**src/rtl/zmem_pkg.sv**
```systemverilog
package zmem_pkg;

  typedef enum logic [3:0] {
    ST_IDLE,
    ST_T1,
    ST_T2,
    ST_T3,
    ST_T3W,
    ST_T4,
    ST_TIDL,
    ST_RF1,
    ST_RF2,
    ST_RF3,
    ST_RF4
  } bus_st_e;

  function automatic logic in_access(bus_st_e s);
    return s inside {ST_T1, ST_T2, ST_T3, ST_T3W, ST_T4};
  endfunction

  function automatic logic in_refresh(bus_st_e s);
    return s inside {ST_RF1, ST_RF2, ST_RF3, ST_RF4};
  endfunction

endpackage

```
**src/rtl/zmem_refresh_timer.sv**
```systemverilog
module zmem_refresh_timer #(
  parameter int REF_W = 8
) (
  input  logic             clk,
  input  logic             rst_n,
  input  logic [REF_W-1:0] period,
  input  logic             ack,
  output logic             pend
);

  logic [REF_W-1:0] cnt_q;
  logic             fire;

  assign fire = (period != '0) && (cnt_q == '0);

  always_ff @(posedge clk or negedge rst_n) begin
    if (!rst_n) begin
      cnt_q <= '0;
      pend  <= 1'b0;
    end else begin
      if (period == '0)      cnt_q <= '0;
      else if (cnt_q == '0)  cnt_q <= period - REF_W'(1);
      else                   cnt_q <= cnt_q - REF_W'(1);

      if (fire)      pend <= 1'b1;
      else if (ack)  pend <= 1'b0;
    end
  end

  // a disabled timer never raises a new request
  assert_no_fire_off_R9: assert property (@(posedge clk) disable iff (!rst_n)
    (period == '0 && !pend) |=> !pend);

endmodule

```
**src/rtl/zmem_zone_cfg.sv**
```systemverilog
module zmem_zone_cfg #(
  parameter int NZ     = 3,
  parameter int WAIT_W = 3,
  parameter int IDLE_W = 2,
  parameter int ZONE_W = 2
) (
  input  logic [NZ*WAIT_W-1:0] wait_cfg,
  input  logic [NZ*IDLE_W-1:0] idle_cfg,
  input  logic [ZONE_W-1:0]    zone,
  output logic [WAIT_W-1:0]    wait_sel,
  output logic [IDLE_W-1:0]    idle_sel
);

  logic [WAIT_W-1:0] w_arr [NZ];
  logic [IDLE_W-1:0] i_arr [NZ];

  for (genvar z = 0; z < NZ; z++) begin : g_unpack
    assign w_arr[z] = wait_cfg[z*WAIT_W +: WAIT_W];
    assign i_arr[z] = idle_cfg[z*IDLE_W +: IDLE_W];
  end

  always_comb begin
    wait_sel = '0;
    idle_sel = '0;
    for (int z = 0; z < NZ; z++) begin
      if (zone == ZONE_W'(z)) begin
        wait_sel = w_arr[z];
        idle_sel = i_arr[z];
      end
    end
  end

endmodule

```
**src/rtl/zmem_cycle_fsm.sv**
```systemverilog
module zmem_cycle_fsm
  import zmem_pkg::*;
#(
  parameter int WAIT_W = 3,
  parameter int IDLE_W = 2,
  parameter int ZONE_W = 2,
  parameter int HI_W   = 4
) (
  input  logic              clk,
  input  logic              rst_n,
  input  logic              req_valid,
  input  logic [ZONE_W-1:0] req_zone,
  input  logic              req_write,
  input  logic [HI_W-1:0]   req_addr_hi,
  input  logic [WAIT_W-1:0] wait_sel,
  input  logic [IDLE_W-1:0] idle_sel,
  input  logic              ref_pend,
  output logic              req_ready,
  output logic              hold_wait,
  output logic              ref_ack,
  output bus_st_e           st_q,
  output logic [ZONE_W-1:0] zone_q,
  output logic              wr_q,
  output logic [HI_W-1:0]   addr_hi_q
);

  localparam int CNT_W = (WAIT_W > IDLE_W) ? WAIT_W : IDLE_W;

  bus_st_e           st_d;
  logic [CNT_W-1:0]  cnt_q, cnt_d;
  logic [WAIT_W-1:0] wait_q;
  logic [IDLE_W-1:0] idle_q;
  logic              ready_pt;
  logic              take;

  assign ready_pt = (st_q == ST_IDLE)
                 || (st_q == ST_T4   && idle_q == '0)
                 || (st_q == ST_TIDL && cnt_q == CNT_W'(1));
  assign req_ready = ready_pt && !ref_pend;
  assign ref_ack   = ready_pt && ref_pend;
  assign take      = req_valid && req_ready;
  assign hold_wait = req_valid && (ref_pend || in_refresh(st_q));

  always_comb begin
    st_d  = st_q;
    cnt_d = cnt_q;
    if (ready_pt) begin
      if (ref_pend)       st_d = ST_RF1;
      else if (req_valid) st_d = ST_T1;
      else                st_d = ST_IDLE;
    end else begin
      case (st_q)
        ST_T1: st_d = ST_T2;
        ST_T2: begin
          st_d  = ST_T3;
          cnt_d = CNT_W'(wait_q);
        end
        ST_T3, ST_T3W: begin
          if (cnt_q == '0) begin
            st_d = ST_T4;
          end else begin
            st_d  = ST_T3W;
            cnt_d = cnt_q - CNT_W'(1);
          end
        end
        ST_T4: begin
          st_d  = ST_TIDL;
          cnt_d = CNT_W'(idle_q);
        end
        ST_TIDL: cnt_d = cnt_q - CNT_W'(1);
        ST_RF1:  st_d = ST_RF2;
        ST_RF2:  st_d = ST_RF3;
        ST_RF3:  st_d = ST_RF4;
        ST_RF4:  st_d = ST_IDLE;
        default: st_d = ST_IDLE;
      endcase
    end
  end

  always_ff @(posedge clk or negedge rst_n) begin
    if (!rst_n) begin
      st_q      <= ST_IDLE;
      cnt_q     <= '0;
      zone_q    <= '0;
      wr_q      <= 1'b0;
      addr_hi_q <= '0;
      wait_q    <= '0;
      idle_q    <= '0;
    end else begin
      st_q  <= st_d;
      cnt_q <= cnt_d;
      if (take) begin
        zone_q    <= req_zone;
        wr_q      <= req_write;
        addr_hi_q <= req_addr_hi;
        wait_q    <= wait_sel;
        idle_q    <= idle_sel;
      end
    end
  end

  // captured fields do not move once the cycle is past T1
  assert_fields_held_R2: assert property (@(posedge clk) disable iff (!rst_n)
    (in_access(st_q) && st_q != ST_T1) |->
      ($stable(zone_q) && $stable(wr_q) && $stable(addr_hi_q)));

  // T3 goes straight to T4 only for a zero wait field
  assert_wait_skip_R4: assert property (@(posedge clk) disable iff (!rst_n)
    (st_q == ST_T4 && $past(st_q) == ST_T3) |-> (wait_q == '0));

  // a wait state is only entered from T3 or another wait state
  assert_wait_entry_R4: assert property (@(posedge clk) disable iff (!rst_n)
    (st_q == ST_T3W) |-> ($past(st_q) inside {ST_T3, ST_T3W}));

  // pending refresh beats a waiting request at the idle point
  assert_refresh_first_R11: assert property (@(posedge clk) disable iff (!rst_n)
    (st_q == ST_IDLE && ref_pend) |=> (st_q == ST_RF1));

  // a held-off requester is never accepted
  assert_hold_blocks_R12: assert property (@(posedge clk) disable iff (!rst_n)
    hold_wait |-> !req_ready);

endmodule

```
**src/rtl/zmem_strobe_gen.sv**
```systemverilog
module zmem_strobe_gen
  import zmem_pkg::*;
#(
  parameter int N_STATIC = 2,
  parameter int ZONE_W   = 2,
  parameter int HI_W     = 4
) (
  input  logic                clk,
  input  logic                rst_n,
  input  bus_st_e             st_q,
  input  logic [ZONE_W-1:0]   zone_q,
  input  logic                wr_q,
  input  logic [HI_W-1:0]     addr_hi_q,
  output logic [N_STATIC-1:0] cs_n,
  output logic                oe_n,
  output logic                we_n,
  output logic                ras_n,
  output logic                cas_n,
  output logic [HI_W-1:0]     ma_hi
);

  localparam logic [ZONE_W-1:0] DRAM_Z = ZONE_W'(N_STATIC);

  logic acc, is_dram;

  assign acc     = in_access(st_q);
  assign is_dram = (zone_q == DRAM_Z);

  for (genvar z = 0; z < N_STATIC; z++) begin : g_cs
    assign cs_n[z] = !(acc && zone_q == ZONE_W'(z));
  end

  assign ras_n = !((acc && is_dram) || st_q inside {ST_RF2, ST_RF3});
  assign cas_n = !((is_dram && st_q inside {ST_T3, ST_T3W, ST_T4})
                   || st_q inside {ST_RF1, ST_RF2});
  assign oe_n  = !(!wr_q && st_q inside {ST_T2, ST_T3, ST_T3W, ST_T4});
  assign we_n  = !(wr_q && st_q inside {ST_T3, ST_T3W});
  assign ma_hi = (st_q == ST_T1 && !is_dram) ? addr_hi_q : '0;

  assert_oe_we_apart_R5: assert property (@(posedge clk) disable iff (!rst_n)
    !(!oe_n && !we_n));

  assert_dram_no_cs_R3: assert property (@(posedge clk) disable iff (!rst_n)
    !ras_n |-> (&cs_n));

  assert_cas_after_ras_R6: assert property (@(posedge clk) disable iff (!rst_n)
    ($fell(cas_n) && !ras_n) |-> $past(!ras_n));

endmodule

```
**src/rtl/zmem_cycle_ctrl.sv**
```systemverilog
module zmem_cycle_ctrl
  import zmem_pkg::*;
#(
  parameter int N_STATIC = 2,
  parameter int WAIT_W   = 3,
  parameter int IDLE_W   = 2,
  parameter int REF_W    = 8,
  parameter int HI_W     = 4,
  localparam int NZ      = N_STATIC + 1,
  localparam int ZONE_W  = $clog2(NZ)
) (
  input  logic                 clk,
  input  logic                 rst_n,
  input  logic                 req_valid,
  output logic                 req_ready,
  input  logic [ZONE_W-1:0]    req_zone,
  input  logic                 req_write,
  input  logic [HI_W-1:0]      req_addr_hi,
  input  logic [NZ*WAIT_W-1:0] wait_cfg,
  input  logic [NZ*IDLE_W-1:0] idle_cfg,
  input  logic [REF_W-1:0]     refresh_period,
  output logic                 hold_wait,
  output logic [N_STATIC-1:0]  cs_n,
  output logic                 oe_n,
  output logic                 we_n,
  output logic                 ras_n,
  output logic                 cas_n,
  output logic [HI_W-1:0]      ma_hi
);

  logic [WAIT_W-1:0] wait_sel;
  logic [IDLE_W-1:0] idle_sel;
  logic              ref_pend, ref_ack;
  bus_st_e           st_q;
  logic [ZONE_W-1:0] zone_q;
  logic              wr_q;
  logic [HI_W-1:0]   addr_hi_q;

  zmem_zone_cfg #(
    .NZ(NZ), .WAIT_W(WAIT_W), .IDLE_W(IDLE_W), .ZONE_W(ZONE_W)
  ) cfg_i (
    .wait_cfg (wait_cfg),
    .idle_cfg (idle_cfg),
    .zone     (req_zone),
    .wait_sel (wait_sel),
    .idle_sel (idle_sel)
  );

  zmem_refresh_timer #(.REF_W(REF_W)) tmr_i (
    .clk    (clk),
    .rst_n  (rst_n),
    .period (refresh_period),
    .ack    (ref_ack),
    .pend   (ref_pend)
  );

  zmem_cycle_fsm #(
    .WAIT_W(WAIT_W), .IDLE_W(IDLE_W), .ZONE_W(ZONE_W), .HI_W(HI_W)
  ) fsm_i (
    .clk         (clk),
    .rst_n       (rst_n),
    .req_valid   (req_valid),
    .req_zone    (req_zone),
    .req_write   (req_write),
    .req_addr_hi (req_addr_hi),
    .wait_sel    (wait_sel),
    .idle_sel    (idle_sel),
    .ref_pend    (ref_pend),
    .req_ready   (req_ready),
    .hold_wait   (hold_wait),
    .ref_ack     (ref_ack),
    .st_q        (st_q),
    .zone_q      (zone_q),
    .wr_q        (wr_q),
    .addr_hi_q   (addr_hi_q)
  );

  zmem_strobe_gen #(
    .N_STATIC(N_STATIC), .ZONE_W(ZONE_W), .HI_W(HI_W)
  ) strb_i (
    .clk       (clk),
    .rst_n     (rst_n),
    .st_q      (st_q),
    .zone_q    (zone_q),
    .wr_q      (wr_q),
    .addr_hi_q (addr_hi_q),
    .cs_n      (cs_n),
    .oe_n      (oe_n),
    .we_n      (we_n),
    .ras_n     (ras_n),
    .cas_n     (cas_n),
    .ma_hi     (ma_hi)
  );

  // refresh strobes and static selects never coincide
  assert_no_overlap_R11: assert property (@(posedge clk) disable iff (!rst_n)
    (!cas_n && ras_n) |-> (&cs_n));

endmodule

```
**config.mk**
```make
export PLATFORM = sky130hd
export DESIGN_NAME = zmem_cycle_ctrl
export DESIGN_NICKNAME = d
export VERILOG_FILES = /design/src/rtl/zmem_pkg.sv /design/src/rtl/zmem_refresh_timer.sv /design/src/rtl/zmem_zone_cfg.sv /design/src/rtl/zmem_cycle_fsm.sv /design/src/rtl/zmem_strobe_gen.sv /design/src/rtl/zmem_cycle_ctrl.sv
export SDC_FILE = /design/constraint.sdc
export NUM_CORES = 1
export LEC_CHECK = 0
export CAP_MARGIN = 30
export CORE_MARGIN = 3
export CORE_UTILIZATION = 40
export DETAILED_ROUTE_END_ITERATION = 12
export PLACE_DENSITY = 0.66
export SYNTH_ARGS = -nofsm -noshare
export SYNTH_HDL_FRONTEND = slang
export SYNTH_SLANG_ARGS = --single-unit
```
**constraint.sdc**
```tcl
create_clock -name clk -period 2.35 [get_ports clk]
set_clock_uncertainty 0.15 [all_clocks]
set_input_delay 0.47 -clock clk [delete_from_list [all_inputs] [get_ports clk]]
set_output_delay 0.47 -clock clk [all_outputs]
set_load 0.02 [all_outputs]
```
==> flow_metrics.tcl <==
set metrics [dict create \
    dpl.hpwl_um 3670 \
    synthesis.area_mm2 0.00192 \
    worstSetupPathType "reg2out" \
    first_global_vias 1727 \
    grt_pass1_wl_um 7710 \
    core_mm2 0.00450 \
    cp-end-kind "output port" \
    setup_viol 0 \
    crit_end "we_n" \
    powerDensity_mw_per_mm2 1230 \
    cp-startpoint "fsm_i.st_q[2]" \
    firstDrtPassIters 4 \
    hold_violations 0 \
    yosys_most_used_dff "dfrtp_1" \
    crit_path_start_kind "flop" \
    clkSinkCount 28 \
    reg2reg_depth 8 \
    io_pins 45 \
    layout_min_cycle_time_ns 2.28 \
    wire_per_inst_um 13.6 \
    fillers 406 \
    worst_pin_slew_ns 0.694 \
    dp.cells 331 \
    die_x_um 75.4 \
    synth-async-reset-ratio_pct 100 \
    ir_drop_v 0.000466 \
    leakage_nw 1.19 \
    cpLargestDelayFamily "buffers and inverters" \
    yosysUniqueCellTypes 55 \
    critical-path-max-stage-delay_ns 0.45 \
    utilization_pct 59.9 \
    critPathBufInv 2 \
    num_antenna_cells 0 \
    clock_tree.buffer_depth 2 \
    grt_start_max_net_pins 29 \
    status "finished, final reports clean" \
    stdcell_count 339 \
    cp.depth 4 \
    grt_setup_unrepaired "no" \
    drv_slew 0 \
    crit_path_max_fanout 8 \
    routed_wl_um 4610 \
    ys_seq_area_share_pct 36.4 \
    cts_tree "built" \
    path_cells "buf_4 > nand3b_1 > a211o_1 > clkdlybuf4s15_1" \
    synth_edf_count 0 \
    die_y_um 75.4 \
    cp.arrival_ns 1.66 \
    reg2reg_to "fsm_i.idle_q[1]" \
    grt_overflow_total 0 \
    ys_warn_count 0 \
    num_rows 24 \
    cap_violations 0 \
    syn-instance-count 214 \
    drtIter0Drc 138 \
    crit_required_ns 1.73 \
    hp-class "reg2reg" \
    avgViaCountPerCell 5.30 \
    antenna_found_initial 0 \
    vias 1798 \
    start_util_pct 42.7 \
    crit_slowest_cell "dfrtp_2" \
    die_area_mm2 0.00568 \
    drc 0 \
    cts-root-buf "clkbuf_8" \
    max_freq_mhz 439 \
    finalSetupTns_ns 0 \
    yosys_register_bits 28 \
    fin_nets 325 \
    grt_util_all_layers_pct 17.5 \
    syn_nets 251 \
    syn_avg_cell_area_um2 8.99 \
    gp_congestion 0.874 \
    layout-area-overhead-vs-synth_pct 40.2 \
    ctsHtreeMaxLevel 1 \
    clk_latency_ns 0.27 \
    portBuffers 44 \
    slew_headroom_pct 53.3 \
    period_share_pct 97.0 \
    path_clk_slew_ns 0.09 \
    postRouteAntennaNets 0 \
    worst_r2r_startpoint "fsm_i.st_q[2]" \
    r2r_slack_ns 0.17 \
    cts_buffers 3 \
    drive_gt1_share_pct 24.7 \
]
layer usage:
layer	track usage [%]	wire, um
met1	26.2	2290
met2	26.6	2100
met5	0	0
met3	2.90	172
met4	4.08	51
how the worst min path moves through the flow:
stage                        from                 end  slack, ns  depth (start not counted)
2_1_floorplan               rst_n  fsm_i.addr_hi_q[0]       0.02                          0
4_1_cts        fsm_i.addr_hi_q[1]  fsm_i.addr_hi_q[1]       0.34                          1
5_1_grt        fsm_i.addr_hi_q[1]  fsm_i.addr_hi_q[1]       0.36                          1
6_report       fsm_i.addr_hi_q[1]  fsm_i.addr_hi_q[1]       0.33                          1
3_3_place_gp   fsm_i.addr_hi_q[2]  fsm_i.addr_hi_q[2]       0.31                          1
3_5_place_dp   fsm_i.addr_hi_q[1]  fsm_i.addr_hi_q[1]       0.32                          1
flip-flops by register name, summed over array words and instances, names as in the netlist:
register and count:
fsm_i.addr_hi_q 4, fsm_i.cnt_q 3, fsm_i.idle_q 2, fsm_i.st_q 4
fsm_i.wait_q 3, fsm_i.wr_q 1, fsm_i.zone_q 2, tmr_i.cnt_q 8
tmr_i.pend 1
kinds of logic after synthesis:
group / synth area share [%]
muxes: 13.5
adders and majority gates: 2.60
DFF: 36.4
buffers and inverters: 5.27
AOI/OAI and AO/OA: 17.0
and+or+nand+nor: 24.4
xor gates and xnor gates: 0.910
synthesized netlist by cell type, types with 5 or more instances:
master | n | area share, %
nor3_1 | 7 | 1.8
nor2b_1 | 5 | 1.6
inv_1 | 9 | 1.8
o21ai_0 | 11 | 2.9
and2_1 | 6 | 2.0
mux2i_1 | 9 | 4.7
nand2_1 | 13 | 2.5
mux2_1 | 8 | 4.7
nor2_1 | 22 | 4.3
dfrtp_1 | 28 | 36
clkbuf_1 | 6 | 1.2
nand2b_1 | 5 | 1.6
a21oi_1 | 14 | 3.6
mux2_2 | 7 | 4.1
where the power goes:
| group | switching, mW | leakage, nW | total [mW] | internal [mW] |
|---|---|---|---|---|
| Clock | 0.146 | 0.0357 | 0.374 | 0.228 |
| Combinational | 0.972 | 0.810 | 1.99 | 1.02 |
| Sequential | 0.223 | 0.340 | 0.948 | 0.724 |
| Total | 1.34 | 1.19 | 3.31 | 1.97 |
final cells by class:
type | count | area, um2 | share of cell area [%]
Sequential cell | 28 | 704 | 26.1
Inverter | 9 | 33.8 | 1.25
Tap cell | 52 | 65.1 | 2.41
Multi-Input combinational cell | 165 | 1140 | 42.1
Clock inverter | 1 | 30.0 | 1.11
Timing Repair Buffer | 81 | 687 | 25.5
Clock buffer | 3 | 41.3 | 1.53
metrics by stage:
step                      power [mW]  setup slack (ns)  area, um2  hold slack [ns]
after CTS                       3.31           -0.0132       2710            0.339
after detailed placement        2.94           -0.0331       2610            0.317
after floorplan                 2.18             0.259       1920           0.0244
final                           3.31            0.0698       2700            0.332
after global routing            3.61           0.00148       2700            0.361
after global placement          2.91           -0.0220       2610            0.310
cells in the final DEF, fill, tap and decap left out, types with 3 or more instances in the layout:
cell	count
buf_4	38
clkdlybuf4s50_1	32
dfrtp_1	25
nor2_1	20
nand2_1	13
a21oi_1	12
o21ai_0	11
inv_1	9
mux2i_1	9
mux2_1	8
nor3_1	7
mux2_2	7
and2_1	6
nand2b_1	5
clkbuf_2	5
nor2b_1	4
a211o_1	4
nand3_1	4
ha_1	4
nor2_2	3
nor4_1	3
a21oi_2	3
o211ai_1	3
clkbuf_8	3
dfrtp_2	3
clkdlybuf4s15_1	3
dlygate4sd2_1	3
worst reg2reg max path, cell delays in order (launching register included):
cell	delay (ns)
dfrtp_2	0.45
buf_4	0.16
buf_4	0.15
nor2_1	0.12
o21ai_1	0.12
buf_4	0.15
a211oi_2	0.17
buf_4	0.24
mux2_2	0.36
what timing repair did:
| item | CTS | global route |
|---|---|---|
| setup endpoints to repair | 12 | 9 |
| gates resized for setup | 18 | 21 |
| hold buffers | 0 | 0 |
| buffers inserted | 4 | 0 |
| pin swaps | 0 | 0 |
Note: power is estimated with default switching activity, not from simulation.
